**config.mk**
```make
export PLATFORM = sky130hd
export DESIGN_NAME = mode_timer
export DESIGN_NICKNAME = d
export VERILOG_FILES = /design/src/rtl/tmr_pkg.sv /design/src/rtl/tmr_prescaler.sv /design/src/rtl/tmr_regs.sv /design/src/rtl/tmr_core.sv /design/src/rtl/mode_timer.sv
export SDC_FILE = /design/constraint.sdc
export NUM_CORES = 1
export LEC_CHECK = 0
export ABC_CLOCK_PERIOD_IN_PS = 3550
export BUFFER_PORTS_ARGS = -buffer_cell sky130_fd_sc_hd__buf_4
export CAP_MARGIN = 0
export CORE_UTILIZATION = 45
export DETAILED_ROUTE_END_ITERATION = 7
export PLACE_DENSITY = 0.65
export SYNTH_ARGS = -nofsm -noshare
export SYNTH_HDL_FRONTEND = slang
export SYNTH_SLANG_ARGS = --single-unit
```
**constraint.sdc**
```tcl
create_clock -name clk -period 3.55 [get_ports clk]
set_clock_uncertainty 0.05 [all_clocks]
set_input_delay 0.1775 -clock clk [delete_from_list [all_inputs] [get_ports clk]]
set_output_delay 0.1775 -clock clk [all_outputs]
set_load 0.01 [all_outputs]
```
**src/rtl/tmr_pkg.sv**
```systemverilog
package tmr_pkg;
    typedef enum logic [1:0] {
        MODE_ONESHOT  = 2'b00,
        MODE_PERIODIC = 2'b01,
        MODE_TOGGLE   = 2'b10,
        MODE_FREE     = 2'b11
    } tmr_mode_e;

    typedef enum logic {
        ST_HALT  = 1'b0,
        ST_COUNT = 1'b1
    } tmr_state_e;

    localparam int BIT_EN   = 30;
    localparam int BIT_IE   = 29;
    localparam int BIT_MODE = 27;
    localparam int BIT_SRST = 26;

    localparam logic [1:0] ADDR_CTL  = 2'd0;
    localparam logic [1:0] ADDR_CMP  = 2'd1;
    localparam logic [1:0] ADDR_STAT = 2'd2;
    localparam logic [1:0] ADDR_CNT  = 2'd3;
endpackage

```
**src/rtl/tmr_prescaler.sv**
```systemverilog
module tmr_prescaler #(
    parameter int PSC_W = 8
) (
    input  logic             clk,
    input  logic             rst_n,
    input  logic             run,
    input  logic             clr,
    input  logic [PSC_W-1:0] div,
    output logic             tick
);
    logic [PSC_W-1:0] phase_q;

    assign tick = run && (phase_q == div);

    always_ff @(posedge clk or negedge rst_n) begin
        if (!rst_n) begin
            phase_q <= '0;
        end else if (clr || tick) begin
            phase_q <= '0;
        end else if (run) begin
            phase_q <= phase_q + 1'b1;
        end
    end
endmodule

```
**src/rtl/tmr_regs.sv**
```systemverilog
module tmr_regs
    import tmr_pkg::*;
#(
    parameter int CNT_W  = 24,
    parameter int PSC_W  = 8,
    parameter int DATA_W = 32
) (
    input  logic              clk,
    input  logic              rst_n,
    input  logic              wr,
    input  logic [1:0]        addr,
    input  logic [DATA_W-1:0] wdata,
    input  logic              match,
    output logic              ctl_wr,
    output logic              en_wr,
    output logic              srst,
    output logic              ie,
    output tmr_mode_e         mode,
    output logic [PSC_W-1:0]  psc,
    output logic [CNT_W-1:0]  cmp,
    output logic              flag
);
    logic clr_req;

    assign ctl_wr  = wr && (addr == ADDR_CTL);
    assign en_wr   = wdata[BIT_EN];
    assign srst    = ctl_wr && wdata[BIT_SRST];
    assign clr_req = wr && (addr == ADDR_STAT) && wdata[0];

    always_ff @(posedge clk or negedge rst_n) begin
        if (!rst_n) begin
            ie   <= 1'b0;
            mode <= MODE_ONESHOT;
            psc  <= '0;
        end else if (ctl_wr) begin
            ie   <= wdata[BIT_IE];
            mode <= tmr_mode_e'(wdata[BIT_MODE+1:BIT_MODE]);
            psc  <= wdata[PSC_W-1:0];
        end
    end

    always_ff @(posedge clk or negedge rst_n) begin
        if (!rst_n) begin
            cmp <= '0;
        end else if (wr && (addr == ADDR_CMP)) begin
            cmp <= wdata[CNT_W-1:0];
        end
    end

    // a new match outranks a clear in the same cycle
    always_ff @(posedge clk or negedge rst_n) begin
        if (!rst_n) begin
            flag <= 1'b0;
        end else if (match && ie) begin
            flag <= 1'b1;
        end else if (clr_req) begin
            flag <= 1'b0;
        end
    end
endmodule

```
**src/rtl/tmr_core.sv**
```systemverilog
module tmr_core
    import tmr_pkg::*;
#(
    parameter int CNT_W = 24
) (
    input  logic             clk,
    input  logic             rst_n,
    input  logic             ctl_wr,
    input  logic             en_wr,
    input  logic             clr,
    input  tmr_mode_e        mode,
    input  logic [CNT_W-1:0] cmp,
    input  logic             tick,
    output logic             run,
    output logic [CNT_W-1:0] cnt,
    output logic             match,
    output logic             tout
);
    tmr_state_e       state_q, state_d;
    logic [CNT_W-1:0] cmp_eff;
    logic [CNT_W-1:0] cnt_inc;

    assign cmp_eff = (cmp == '0) ? CNT_W'(1) : cmp;
    assign cnt_inc = cnt + 1'b1;
    assign match   = tick && (cnt_inc == cmp_eff);
    assign run     = (state_q == ST_COUNT);

    always_comb begin
        state_d = state_q;
        unique case (state_q)
            ST_HALT: begin
                if (ctl_wr && en_wr) state_d = ST_COUNT;
            end
            ST_COUNT: begin
                if (ctl_wr) begin
                    state_d = en_wr ? ST_COUNT : ST_HALT;
                end else if (match && (mode == MODE_ONESHOT)) begin
                    state_d = ST_HALT;
                end
            end
            default: state_d = ST_HALT;
        endcase
    end

    always_ff @(posedge clk or negedge rst_n) begin
        if (!rst_n) state_q <= ST_HALT;
        else        state_q <= state_d;
    end

    always_ff @(posedge clk or negedge rst_n) begin
        if (!rst_n) begin
            cnt  <= '0;
            tout <= 1'b0;
        end else if (clr) begin
            cnt  <= '0;
            tout <= 1'b0;
        end else begin
            if (match && (mode != MODE_FREE)) cnt <= '0;
            else if (tick)                    cnt <= cnt_inc;
            if (match && (mode == MODE_TOGGLE)) tout <= ~tout;
        end
    end
endmodule

```
**src/rtl/mode_timer.sv**
```systemverilog
module mode_timer
    import tmr_pkg::*;
#(
    parameter int CNT_W  = 24,
    parameter int PSC_W  = 8,
    parameter int DATA_W = 32
) (
    input  logic              clk,
    input  logic              rst_n,
    input  logic [1:0]        reg_addr,
    input  logic              reg_wr,
    input  logic [DATA_W-1:0] reg_wdata,
    output logic [DATA_W-1:0] reg_rdata,
    output logic              irq,
    output logic              tout
);
    logic             ctl_wr, en_wr, srst, ie, flag;
    logic             run, tick, match;
    tmr_mode_e        mode;
    logic [PSC_W-1:0] psc;
    logic [CNT_W-1:0] cmp, cnt;

    tmr_regs #(.CNT_W(CNT_W), .PSC_W(PSC_W), .DATA_W(DATA_W)) u_regs (
        .clk(clk), .rst_n(rst_n), .wr(reg_wr), .addr(reg_addr),
        .wdata(reg_wdata), .match(match), .ctl_wr(ctl_wr), .en_wr(en_wr),
        .srst(srst), .ie(ie), .mode(mode), .psc(psc), .cmp(cmp), .flag(flag)
    );

    tmr_prescaler #(.PSC_W(PSC_W)) u_psc (
        .clk(clk), .rst_n(rst_n), .run(run), .clr(srst), .div(psc), .tick(tick)
    );

    tmr_core #(.CNT_W(CNT_W)) u_core (
        .clk(clk), .rst_n(rst_n), .ctl_wr(ctl_wr), .en_wr(en_wr), .clr(srst),
        .mode(mode), .cmp(cmp), .tick(tick), .run(run), .cnt(cnt),
        .match(match), .tout(tout)
    );

    assign irq = flag;

    always_comb begin
        reg_rdata = '0;
        unique case (reg_addr)
            ADDR_CTL: begin
                reg_rdata[BIT_EN]              = run;
                reg_rdata[BIT_IE]              = ie;
                reg_rdata[BIT_MODE+1:BIT_MODE] = mode;
                reg_rdata[PSC_W-1:0]           = psc;
            end
            ADDR_CMP:  reg_rdata[CNT_W-1:0] = cmp;
            ADDR_STAT: reg_rdata[0]         = flag;
            ADDR_CNT:  reg_rdata[CNT_W-1:0] = cnt;
            default:   reg_rdata = '0;
        endcase
    end
endmodule

```
* Yosys cells after proc, flatten, opt, wreduce, memory -nomap -nowiden
Cells that the tools add are included.
Storage, ports and cells: register bits 70, bits in latches 0, bits in writable memories 0, memory bits (read-only) 0, output and inout port bits 34, word-level logic and storage cells 59, memories 0
Cells by class: add/subtract/negate cells 2, multiply operators 0, div/mod/pow operators 0, $lt $le $gt $ge 0, equal/unequal tests 7, shift operators 0, muxes and demuxes 19, bitwise logic cells 2, reduce and logical (&&, ||, !) cells 20
Operator list (count):
- 2-to-1 mux 24 bit | 4
- case mux 16 bit (2 select lines) | 1
- adder 24 x 1 -> 24 bit (second input constant) | 1
- == test 24 bit | 1
- logical NOT 24 bit | 1
- case mux 7 bit (3 select lines) | 1
- 2-to-1 mux 8 bit | 2
- logical AND 1 bit | 12
- adder 8 x 1 -> 8 bit (second input constant) | 1
- == test 8 bit | 1
- 2-to-1 mux 1 bit | 8
- == test 2 bit (second input constant) | 3
- nonzero test 2 bit | 3
- logical NOT 2 bit | 2
- 2-to-1 mux 4 bit | 1
- case mux 1 bit (4 select lines) | 1
- nonzero test 3 bit | 1
- == test 2 x 1 -> 1 bit (second input constant) | 1
- != test 2 bit (second input constant) | 1
- inverter 1 bit | 2
- case mux 1 bit (2 select lines) | 1
- logical OR 1 bit | 1

* Longest topological paths before layout
Gate-level depths: netlist (run 1).
depth after elaboration 8, depth in mapped cells 13, depth with buffers taken out 10

* Modules after synthesis
Synthesis (run 1) repeated with hierarchy kept, for this count alone.
Second synthesis, totals: cells, all modules 465, area, all modules 4762.1 µm²
By module, submodules not included:
- tmr_core | times used 1, cells each 272, area each 2317.2 µm², sequential area each 650.6 µm²
- tmr_regs | times used 1, cells each 80, area each 1408.9 µm², sequential area each 900.9 µm²
- mode_timer | times used 1, cells each 65, area each 540.5 µm², sequential area each 0.0 µm²
- tmr_prescaler | times used 1, cells each 48, area each 495.5 µm², sequential area each 200.2 µm²

* Worst setup path before layout (run 1)
Ideal clock, no wire load.
path kind reg-to-reg, from register u_core.cnt[0], to register u_core.cnt[15], setup time 119 ps, data arrival time 2872 ps, required time 3381 ps, path slack 510 ps, stages on the path, launching flop included 13, path buffers 2, clock period less this slack 3040 ps, path through dfrtp_1 -> ha_1 -> and3_1 -> and4_1 -> buf_2 -> and3_1 -> a311oi_1 -> o2111ai_1 -> nand4b_1 -> or4_4 -> o21ai_2 -> buf_6 -> nor2_1
On the way: word-level cells in the longest chain between the ends 6, elaborated cells between the ends (all ways) 8
Ends and longest elaborated chain:
- from (decl) | line tmr_core.sv:15 | output logic [CNT_W-1:0] cnt,
- from (signal assigned) | line tmr_core.sv:59 | else if (tick) cnt <= cnt_inc;
- adder 24 x 1 -> 24 bit * | line tmr_core.sv:24 | assign cnt_inc = cnt + 1'b1;
- == test 24 bit | line tmr_core.sv:25 | assign match = tick && (cnt_inc == cmp_eff);
- logical AND 1 bit | line tmr_core.sv:25
- logical AND 1 bit | line tmr_core.sv:58 | if (match && (mode != MODE_FREE)) cnt <= '0;
- 2-to-1 mux 24 bit | line tmr_core.sv:58
- 2-to-1 mux 24 bit | line tmr_core.sv:54 | end else if (clr) begin
Mark *: on every way between the ends. The rest lies on a longest branch, timed or not. The select of a mux whose other input is x is not followed. A chain may end at the register's enable or synchronous reset.

* Final worst setup path (run 1)
from register u_core.cnt[5], to register u_core.cnt[4]
On the way: word-level cells in the longest chain between the ends 6, elaborated cells between the ends (all ways) 7
Ends and longest elaborated chain (line):
- adder 24 x 1 -> 24 bit * | tmr_core.sv:24
- == test 24 bit * | tmr_core.sv:25
- logical AND 1 bit * | tmr_core.sv:25
- logical AND 1 bit * | tmr_core.sv:58
- 2-to-1 mux 24 bit | tmr_core.sv:58
- 2-to-1 mux 24 bit | tmr_core.sv:54
Mark *: on every way between the ends. The rest lies on a longest branch, timed or not.

==> results of run 1 <==
[final timing paths]
check                                          start                    endpoint  slack [ns]
max                        u_core.cnt[5]$_DFFE_PN0P_   u_core.cnt[4]$_DFFE_PN0P_        0.22
min                                    reg_wdata[15]  u_regs.cmp[15]$_DFFE_PN0P_       0.009
max reg2reg                u_core.cnt[5]$_DFFE_PN0P_   u_core.cnt[4]$_DFFE_PN0P_        0.22
min reg2reg                  u_regs.flag$_DFFE_PN0P_     u_regs.flag$_DFFE_PN0P_        0.49
max in group asynchronous                      rst_n   u_core.cnt[0]$_DFFE_PN0P_        2.38
min in group asynchronous                      rst_n   u_core.cnt[9]$_DFFE_PN0P_        0.45
[synth_stat cells, types with 2 or more instances]
library cell	number
a22oi_1	11
xnor2_1	43
nor4_1	6
o21ai_0	17
mux2i_1	28
a31oi_1	3
inv_1	7
a21oi_1	5
nor3_1	13
nand4b_1	2
o31ai_1	13
dfrtp_1	70
or2_2	2
buf_2	11
nand2_1	27
ha_1	2
xor2_1	13
nor2b_1	19
o21a_1	2
nand3_1	18
and3_1	17
clkbuf_1	24
nand3b_1	2
nand4_1	16
and4_1	5
mux2_2	34
a211oi_1	2
nand2b_1	6
nor2_1	38
or4_1	6
and2_1	7
buf_4	6
[cell type report]
| type | instances | area (µm²) |
|---|---|---|
| fillers | 898 | 4220 |
| multi-input cells | 379 | 2720 |
| flip-flops and latches | 70 | 1750 |
| repair buffers | 103 | 808 |
| well taps | 133 | 166 |
| clock buffers | 11 | 141 |
| clock inverters | 5 | 81.3 |
| inverters | 7 | 26.3 |
[worst reg2reg max path, stage by stage, from the launching register on]
cell	delay [ns]
dfrtp_1	0.57
nand4_4	0.20
or2_2	0.38
or3_1	0.38
xnor2_1	0.22
o2111ai_1	0.19
nand4b_1	0.23
or4_4	0.59
o21ai_2	0.23
buf_12	0.15
nor2_1	0.05
[sequential cells by signal (all words and copies together) (netlist names)]
register and cells:
u_core.tout 1, u_regs.cmp 24, u_core.run 1, u_regs.ie 1
u_psc.phase_q 8, u_regs.psc 8, u_regs.mode 2, u_core.cnt 24
u_regs.flag 1
[layer usage]
| layer | vias up | global-route usage, % |
|---|---|---|
| li1 | 1910 | - |
| met1 | 2009 | 34.4 |
| met2 | 133 | 40.2 |
| met3 | 23 | 4.20 |
| met4 | 0 | 6.12 |
| met5 | - | 0 |
[where the power goes]
group          internal, mW  switching, mW  total [mW]
Combinational         0.318          0.282       0.600
Clock                 0.417          0.320       0.737
Sequential            0.908          0.163        1.07
[timing repair]
action	4_1_cts	5_1_grt
hold buffers	6	3
hold endpoints to repair	75	3
setup endpoints to repair	0	19
setup buffers	0	0
gates resized for setup	0	3
[cells in the final DEF (no fill, tap or decap), types with 9 or more instances in the layout]
master	instances
a22oi_1	11
and3_1	17
buf_4	93
clkbuf_8	10
dfrtp_1	69
dlygate4sd3_1	9
mux2_2	34
mux2i_1	28
nand2_1	27
nand3_1	17
nand4_1	16
nor2_1	38
nor2b_1	19
nor3_1	13
o21ai_0	17
o31ai_1	13
xnor2_1	43
xor2_1	13
[kinds of logic after synthesis]
group	after synthesis
and+or+nand+nor	192
DFF	70
muxes	63
AOI/OAI and AO/OA	61
xor gates and xnor gates	56
buffers and inverters	50
adders and majority gates	3
other	1
==> results.toml, run 1 <==
[run_status]
outcome = "completed"

[synth]
synth.distinct_cells = 53
yosysTopAreaCell = "dfrtp_1"
synth_top_family_by_area = "simple AND/OR/NAND/NOR gates"
synth-edff-count = 0
ys_seq_elements = 70
syn_area_per_cell_um2 = 9.44
async_flop_share_pct = 100
ys_warn_count = 0
postSynthCellCount = 496
synth_compound_area_share_pct = 8.74
ys_seq_area_share_pct = 37.4
ys_top_cells_by_area = "dfrtp_1 (37%), mux2_2 (8.2%), xnor2_1 (8.0%), mux2i_1 (6.0%), nor2_1 (3.0%)"
synth-simple-area-share_pct = 23.0
synthFlopType = "dfrtp_1"
synthAdderAreaFrac_pct = 0.748
syn_area_um2 = 4680
synthMuxAreaShare_pct = 14.6
yosysTopAreaCellShare_pct = 37.4
synth-xor-area-share_pct = 10.5

[route]
detail-route-antenna-nets = 0
viasPerCell = 5.76
wl_um = 13100
avgRoutedWirePerCell_um = 18.4
vias = 4075
drt-met1-wl_um = 6000
drt_iter0_markers = 223
first_pass_iters = 5
drc = 0
routed.top_layer = "met4"
wl_met2_um = 6130
met3_length_um = 718

[setup_path]
cp_max_fo = 10
worstPathCellList = "nand4_4 > or2_2 > or3_1 > xnor2_1 > o2111ai_1 > nand4b_1 > or4_4 > o21ai_2 > buf_12 > nor2_1"
critical_path_depth = 10
r2r.worst_path.cells = 10
max_stage_delay_ns = 0.59
critPathTopFamily = "simple AND/OR/NAND/NOR gates"
worstSetupEndpointType = "flop"
cpMaxStageDelayCell = "or4_4"
cp_data_arrival_time_ns = 3.53
start_kind = "flop"
path_buf_inv = 1
cp_data_required_time_ns = 3.74
path_class = "flop to flop"

[sta]
tns_ns = 0
worst_slew_pin_slew_ns = 0.896
grt_setup_unrepaired = "false"
drv_slew = 0
setup_viol = 0
final_hold_viol_count = 0
layout_setup_ws_ns = 0.219
fin_crit_ns = 3.33
fin_hold_ws_ns = 0.00945
slew_headroom_pct = 40.3
max_freq_mhz = 300
layout_worst_path_cycle_share_pct = 93.8

[final_layout]
drive_gt1_share_pct = 27.0
area_delta_synth_final_pct = 21.6
final_cells = 708
utilization_pct = 57.4
diodes = 0
fin_nets = 609
fin_area_um2 = 5690

[clock_tree]
h-tree-depth = 3
cts.clk_slew.worst_paths_ns = 0.08
cts_sinks = 70
tritoncts = "done"
clk_latency_ns = 0.35
cts_root_buf = "clkbuf_8"
clockBufferDepth = 2
cts_buffers = 9

[global_routing]
antenna_found_initial = 0
grt_use_total_pct = 24.8
grt_max_degree = 71
grt_first_pass_wirelength_um = 21000
grt.overflow.total = 0
grt_pass1_vias = 3966

[power_and_ir_drop]
p_per_area_nw_per_um2 = 423
ir_drop_mv = 0.383
p_total_mw = 2.41
cellLeakagePower_nw = 2.47

[die]
dieWidth_um = 104
die_h_um = 104
io_pins = 71
core-area_um2 = 9910
dieArea_um2 = 10800
start_util_pct = 47.2
core.rowCount = 36

[placed_design]
place_congestion = 0.941
dpl.cell_count = 683
detailed_place_hpwl_um = 9540
port_buffers = 63
place_area_um2 = 5370
place_ws_ns = 0.203

[min_path]
hold_path.class = "input port to flop"
hold_depth = 2

[run]
maxCapViolCount = 0
No activity file was read; power rests on OpenSTA's default activity.
==> run 2: changes to the inputs <==
Settings changed: ABC_CLOCK_PERIOD_IN_PS 3550 to 3500.
Clock period 3.55 ns to 3.5 ns, I/O delays scaled along.
==> run 2 against run 1 <==
Net effect:
- final cell count grew 1.6%
- first-iteration DRC count grew 14%
- sequential share of layout area shrank 0.54 points
- sequential power is essentially flat
- routed wire length grew 0.34%
- critical path type unchanged
- largest power group unchanged
==> results.toml, run 2 (synthesized netlist as in run 1, its figures left out) <==
[route]
detail-route-antenna-nets = 0
viasPerCell = 5.67
first_pass_iters = 5
drc = 0
avgRoutedWirePerCell_um = 18.2
vias = 4076
wl_um = 13100
drt_iter0_markers = 255

[setup_path]
cpMaxStageDelayCell = "or4_4"
start_kind = "flop"
max_stage_delay_ns = 0.59
worstSetupEndpointType = "flop"
cp_data_arrival_time_ns = 3.49
cp_max_fo = 11
path_class = "flop to flop"
cp_data_required_time_ns = 3.71
worstPathCellList = "nand4_4 > or2_2 > or3_1 > xnor2_1 > o2111ai_1 > nand4b_1 > or4_4 > o21ai_2 > buf_12 > nor2_1"

[clock_tree]
cts_root_buf = "clkbuf_8"
cts.clk_slew.worst_paths_ns = 0.08
cts_sinks = 70
h-tree-depth = 3
cts_buffers = 9
clockBufferDepth = 2
tritoncts = "done"
clk_latency_ns = 0.37

[power_and_ir_drop]
p_int_mw = 1.60
swShare_pct = 33.5
p_per_area_nw_per_um2 = 415
cellLeakagePower_nw = 2.50
clkPwrFrac_pct = 29.6
pwr-share-comb_pct = 24.9
ir_drop_mv = 0.296
p_seq_share_pct = 45.5
p_sw_uw = 806
p_total_mw = 2.40

[sta]
fin_hold_ws_ns = 0.00698
drv_slew = 0
fin_crit_ns = 3.29
layout_worst_path_cycle_share_pct = 93.9
worst_slew_pin_slew_ns = 0.908
slew_headroom_pct = 39.5
grt_setup_unrepaired = "false"
tns_ns = 0
final_hold_viol_count = 0
max_freq_mhz = 304
setup_viol = 0

[die]
start_util_pct = 47.2
dieWidth_um = 104
core.rowCount = 36
io_pins = 71
core-area_um2 = 9910
die_h_um = 104
dieArea_um2 = 10800

[global_routing]
grt_first_pass_wirelength_um = 21300
grt_pass1_vias = 3973
grt_max_degree = 71
grt_use_total_pct = 25.3
grt.overflow.total = 0
antenna_found_initial = 0

[final_layout]
diodes = 0
multi_input_area_um2 = 2710
layout_common_cells = "buf_4 (89), dfrtp_1 (70), xnor2_1 (43), nor2_1 (38), mux2_2 (34)"
fin_area_um2 = 5790
area_delta_synth_final_pct = 23.7
ff_latch_area_um2 = 1750
fillerInstances = 882
reg.largest.list = "u_core.cnt x24, u_regs.cmp x24"
final_common_cell = "buf_4"
fin_nets = 620
utilization_pct = 58.4
drive_gt1_share_pct = 25.6

[placed_design]
place_congestion = 0.911
port_buffers = 63
place_area_um2 = 5340
detailed_place_hpwl_um = 9310

[min_path]
hold_path.class = "input port to flop"

[run]
maxCapViolCount = 0

[run_status]
outcome = "completed"
==> run 2: changes by cell type in the layout (fill, tap and decap cells not counted) <==
cell / change
buf_4: -4
dfrtp_2: -1
nand3_1: +1
clkinv_4: +2
bufinv_16: -1
dfrtp_1: +1
dlygate4sd3_1: +15
clkbuf_1: -1
nand3_2: -1
==> run 2: per-layer routing <==
layer	vias up	track usage, %	share of wire (%)
met4	0	9.39	1.6
li1	1938	-	-
met2	132	40.5	47
met3	15	3.51	5.6
met1	1991	34.8	45
met5	-	0	0
==> run 2: worst paths after layout <==
kind | start | end | slack [ns] | cells past startpoint
setup / recovery | u_core.cnt[5]$_DFFE_PN0P_ | u_core.cnt[4]$_DFFE_PN0P_ | 0.21 | 10
hold / removal | reg_wdata[20] | u_regs.cmp[20]$_DFFE_PN0P_ | 0.007 | 2
setup reg to reg | u_core.cnt[5]$_DFFE_PN0P_ | u_core.cnt[4]$_DFFE_PN0P_ | 0.21 | 10
hold reg to reg | u_core.tout$_DFFE_PN0P_ | u_core.tout$_DFFE_PN0P_ | 0.49 | 2
max in group asynchronous | rst_n | u_core.run$_DFF_PN0_ | 2.37 | 2
min in group asynchronous | rst_n | u_core.cnt[21]$_DFFE_PN0P_ | 0.44 | 2
==> run 2: power by group through the flow <==
stage	sequential, mW	combinational (mW)	clock [mW]
after floorplan	1.04	0.403	0
after global placement	1.10	0.564	0
after detailed placement	1.11	0.577	0
after CTS	1.09	0.602	0.718
after global routing	1.11	0.664	0.749
final	1.09	0.598	0.711
==> run 2: area by class of cell <==
class,instances,share of cell area [%]
flip-flops and latches,70,30.3
clock buffers,10,2.38
well taps,133,2.87
clock inverters,6,1.19
inverters,7,0.454
repair buffers,114,16.0
multi-input cells,379,46.8
==> run 2: critical path: cells and delay by family, from the launching register on <==
family                 cells  cell delay [ns]
AND/OR/NAND/NOR            6             1.83
AO/OA/AOI/OAI              2             0.38
buffers and inverters      1             0.15
flip-flops                 1             0.56
XOR/XNOR                   1             0.20
==> run 2: what timing repair did <==
action                                  CTS  global route
hold buffers                             24             0
buffers inserted                          0             1
endpoints found under the hold margin    95             0
endpoints found under the setup margin    0            12
gates resized for setup                   0             1
==> run 2: per-stage QoR <==
stage                     worst slack (ns)  instances
final                                0.214        719
after global routing                0.0234        719
after CTS                            0.166        718
after detailed placement             0.190        678
after global placement               0.206        678
after floorplan                      0.460        499
==> run 3: changes to the inputs <==
Settings changed: ABC_CLOCK_PERIOD_IN_PS 3500 to 2900, PLACE_DENSITY 0.65 to 0.68.
Clock period 3.5 ns to 2.9 ns, I/O delays scaled along.
==> run 3 against run 2 <==
Net effect:
- the run now ends with negative setup slack left
- clock-buffer cell count is the same
- sequential power grew 16%
- via count rose by 9.6%
- fmax up 7.7%
- hold slack improved by 0.076 ns
- register-to-register slack worse by 0.37 ns
- critical path depth stayed put
- worst setup slack lost 0.37 ns
- non-clock buffer count up 69
- first-iteration DRC count up 53%
- utilization is 7.4 points higher
- final cell count is 9.6% higher
- critical path type unchanged
- largest power group unchanged
==> results.toml, run 3 (synthesized netlist as in run 1, its figures left out) <==
[run_status]
outcome = "finished with violations"
violations = "negative setup slack"

[sta]
fin_crit_ns = 3.05
worst_slew_pin_slew_ns = 0.913
final_hold_viol_count = 0
max_freq_mhz = 328
slew_headroom_pct = 39.1
tns_ns = -2.52
layout_worst_path_cycle_share_pct = 105
drv_slew = 0
setup_viol = 25
grt_setup_unrepaired = "true"
fin_hold_ws_ns = 0.0827
layout_setup_ws_ns = -0.151

[final_layout]
reg.largest.list = "u_core.cnt x24, u_regs.cmp x24"
drive_gt1_share_pct = 37.1
fin_nets = 689
area_delta_synth_final_pct = 39.4
final_common_cell = "buf_4"
final_cells = 788
layout_common_cells = "buf_4 (146), dfrtp_1 (69), nor2_1 (38), xnor2_1 (38), mux2_2 (34)"
diodes = 0

[power_and_ir_drop]
swShare_pct = 33.9
p_total_mw = 3.06
clkPwrFrac_pct = 26.9
p_int_mw = 2.02
p_sw_mw = 1.04
pwr-share-comb_pct = 31.9
cellLeakagePower_nw = 2.89
p_per_area_nw_per_um2 = 469
p_seq_share_pct = 41.2
ir_drop_mv = 0.476

[global_routing]
antenna_found_initial = 0
grt_max_degree = 71
grt.overflow.total = 0
grt_first_pass_wirelength_um = 22800
grt_pass1_vias = 4324
grt_use_total_pct = 27.3

[die]
start_util_pct = 47.2
io_pins = 71
die_h_um = 104
core.rowCount = 36
core-area_um2 = 9910
dieArea_um2 = 10800
dieWidth_um = 104

[route]
viasPerCell = 5.67
wl_met2_um = 7220
wl_um = 14800
avgRoutedWirePerCell_um = 18.8
first_pass_iters = 5
routed.top_layer = "met4"
drt-met1-wl_um = 6560
drc = 0
vias = 4468
met3_length_um = 697
drt_iter0_markers = 389
detail-route-antenna-nets = 0

[placed_design]
port_buffers = 63
dpl.cell_count = 726
place_congestion = 0.967
detailed_place_hpwl_um = 10100

[setup_path]
worstSetupEndpointType = "flop"
cp_max_fo = 11
path_class = "flop to flop"
cp_data_arrival_time_ns = 3.25
start_kind = "flop"
cp_data_required_time_ns = 3.10

[clock_tree]
clockBufferDepth = 2
tritoncts = "done"
cts.clk_slew.worst_paths_ns = 0.08
cts_sinks = 70
cts_root_buf = "clkbuf_8"
cts_buffers = 9
clk_latency_ns = 0.36
h-tree-depth = 3

[run]
maxCapViolCount = 0

[min_path]
hold_path.class = "input port to flop"
## run 3: routing by layer
layer / vias up / track usage, %
met4: 0 / 10.2
met1: 2198 / 36.0
li1: 2072 / -
met2: 166 / 46.0
met3: 32 / 3.20
met5: - / 0
## run 3: power groups by stage
stage                     combinational [mW]  clock [mW]  sequential (mW)
final                                  0.977       0.824             1.26
after global routing                    1.05       0.872             1.28
after CTS                              0.934       0.830             1.25
after detailed placement               0.875           0             1.27
after global placement                 0.846           0             1.27
after floorplan                        0.492           0             1.26
## run 3: final cells by class
class / count / area [µm²]
Multi-Input combinational cell: 379 / 2900
Tap cell: 133 / 166
Inverter: 7 / 26.3
Sequential cell: 70 / 1750
Clock buffer: 10 / 128
Timing Repair Buffer: 183 / 1480
Clock inverter: 6 / 71.3
Fill cell: 767 / 3380
## run 3: per-stage QoR
step	setup slack, ns	utilization [%]	area (µm²)
finish	-0.151	65.9	6530
global placement	-0.0698	57.8	5720
global route	-0.266	65.9	6530
detailed placement	-0.120	57.8	5720
CTS	-0.0576	63.5	6300
floorplan	0.000721	-	4740
## run 3: timing repair
action,in CTS,in global routing
endpoints found under the hold margin,105,0
pin swaps,5,7
setup endpoints to repair,26,27
setup buffers,4,12
cloned,0,1
gates resized for setup,11,29
hold buffers,29,0
## run 3: final timing paths
path | depth (start not counted) | from | slack [ns] | to
min in group asynchronous | 2 | rst_n | 0.40 | u_regs.mode[0]$_DFFE_PN0P_
setup reg to reg | 10 | u_core.cnt[7]$_DFFE_PN0P_ | -0.15 | u_core.cnt[3]$_DFFE_PN0P_
hold reg to reg | 2 | u_core.tout$_DFFE_PN0P_ | 0.51 | u_core.tout$_DFFE_PN0P_
setup / recovery | 10 | u_core.cnt[7]$_DFFE_PN0P_ | -0.15 | u_core.cnt[3]$_DFFE_PN0P_
max in group asynchronous | 2 | rst_n | 1.75 | u_core.cnt[0]$_DFFE_PN0P_
hold / removal | 4 | reg_wr | 0.08 | u_regs.flag$_DFFE_PN0P_
## run 3: critical path: stages, from the launching register on
cell	delay, ns
dfrtp_1	0.42
nand4_4	0.14
nor4b_4	0.38
nand2_2	0.13
xnor2_2	0.20
o31ai_4	0.11
or4_1	0.54
or4_4	0.58
o21ai_4	0.17
buf_12	0.16
nor2_1	0.05
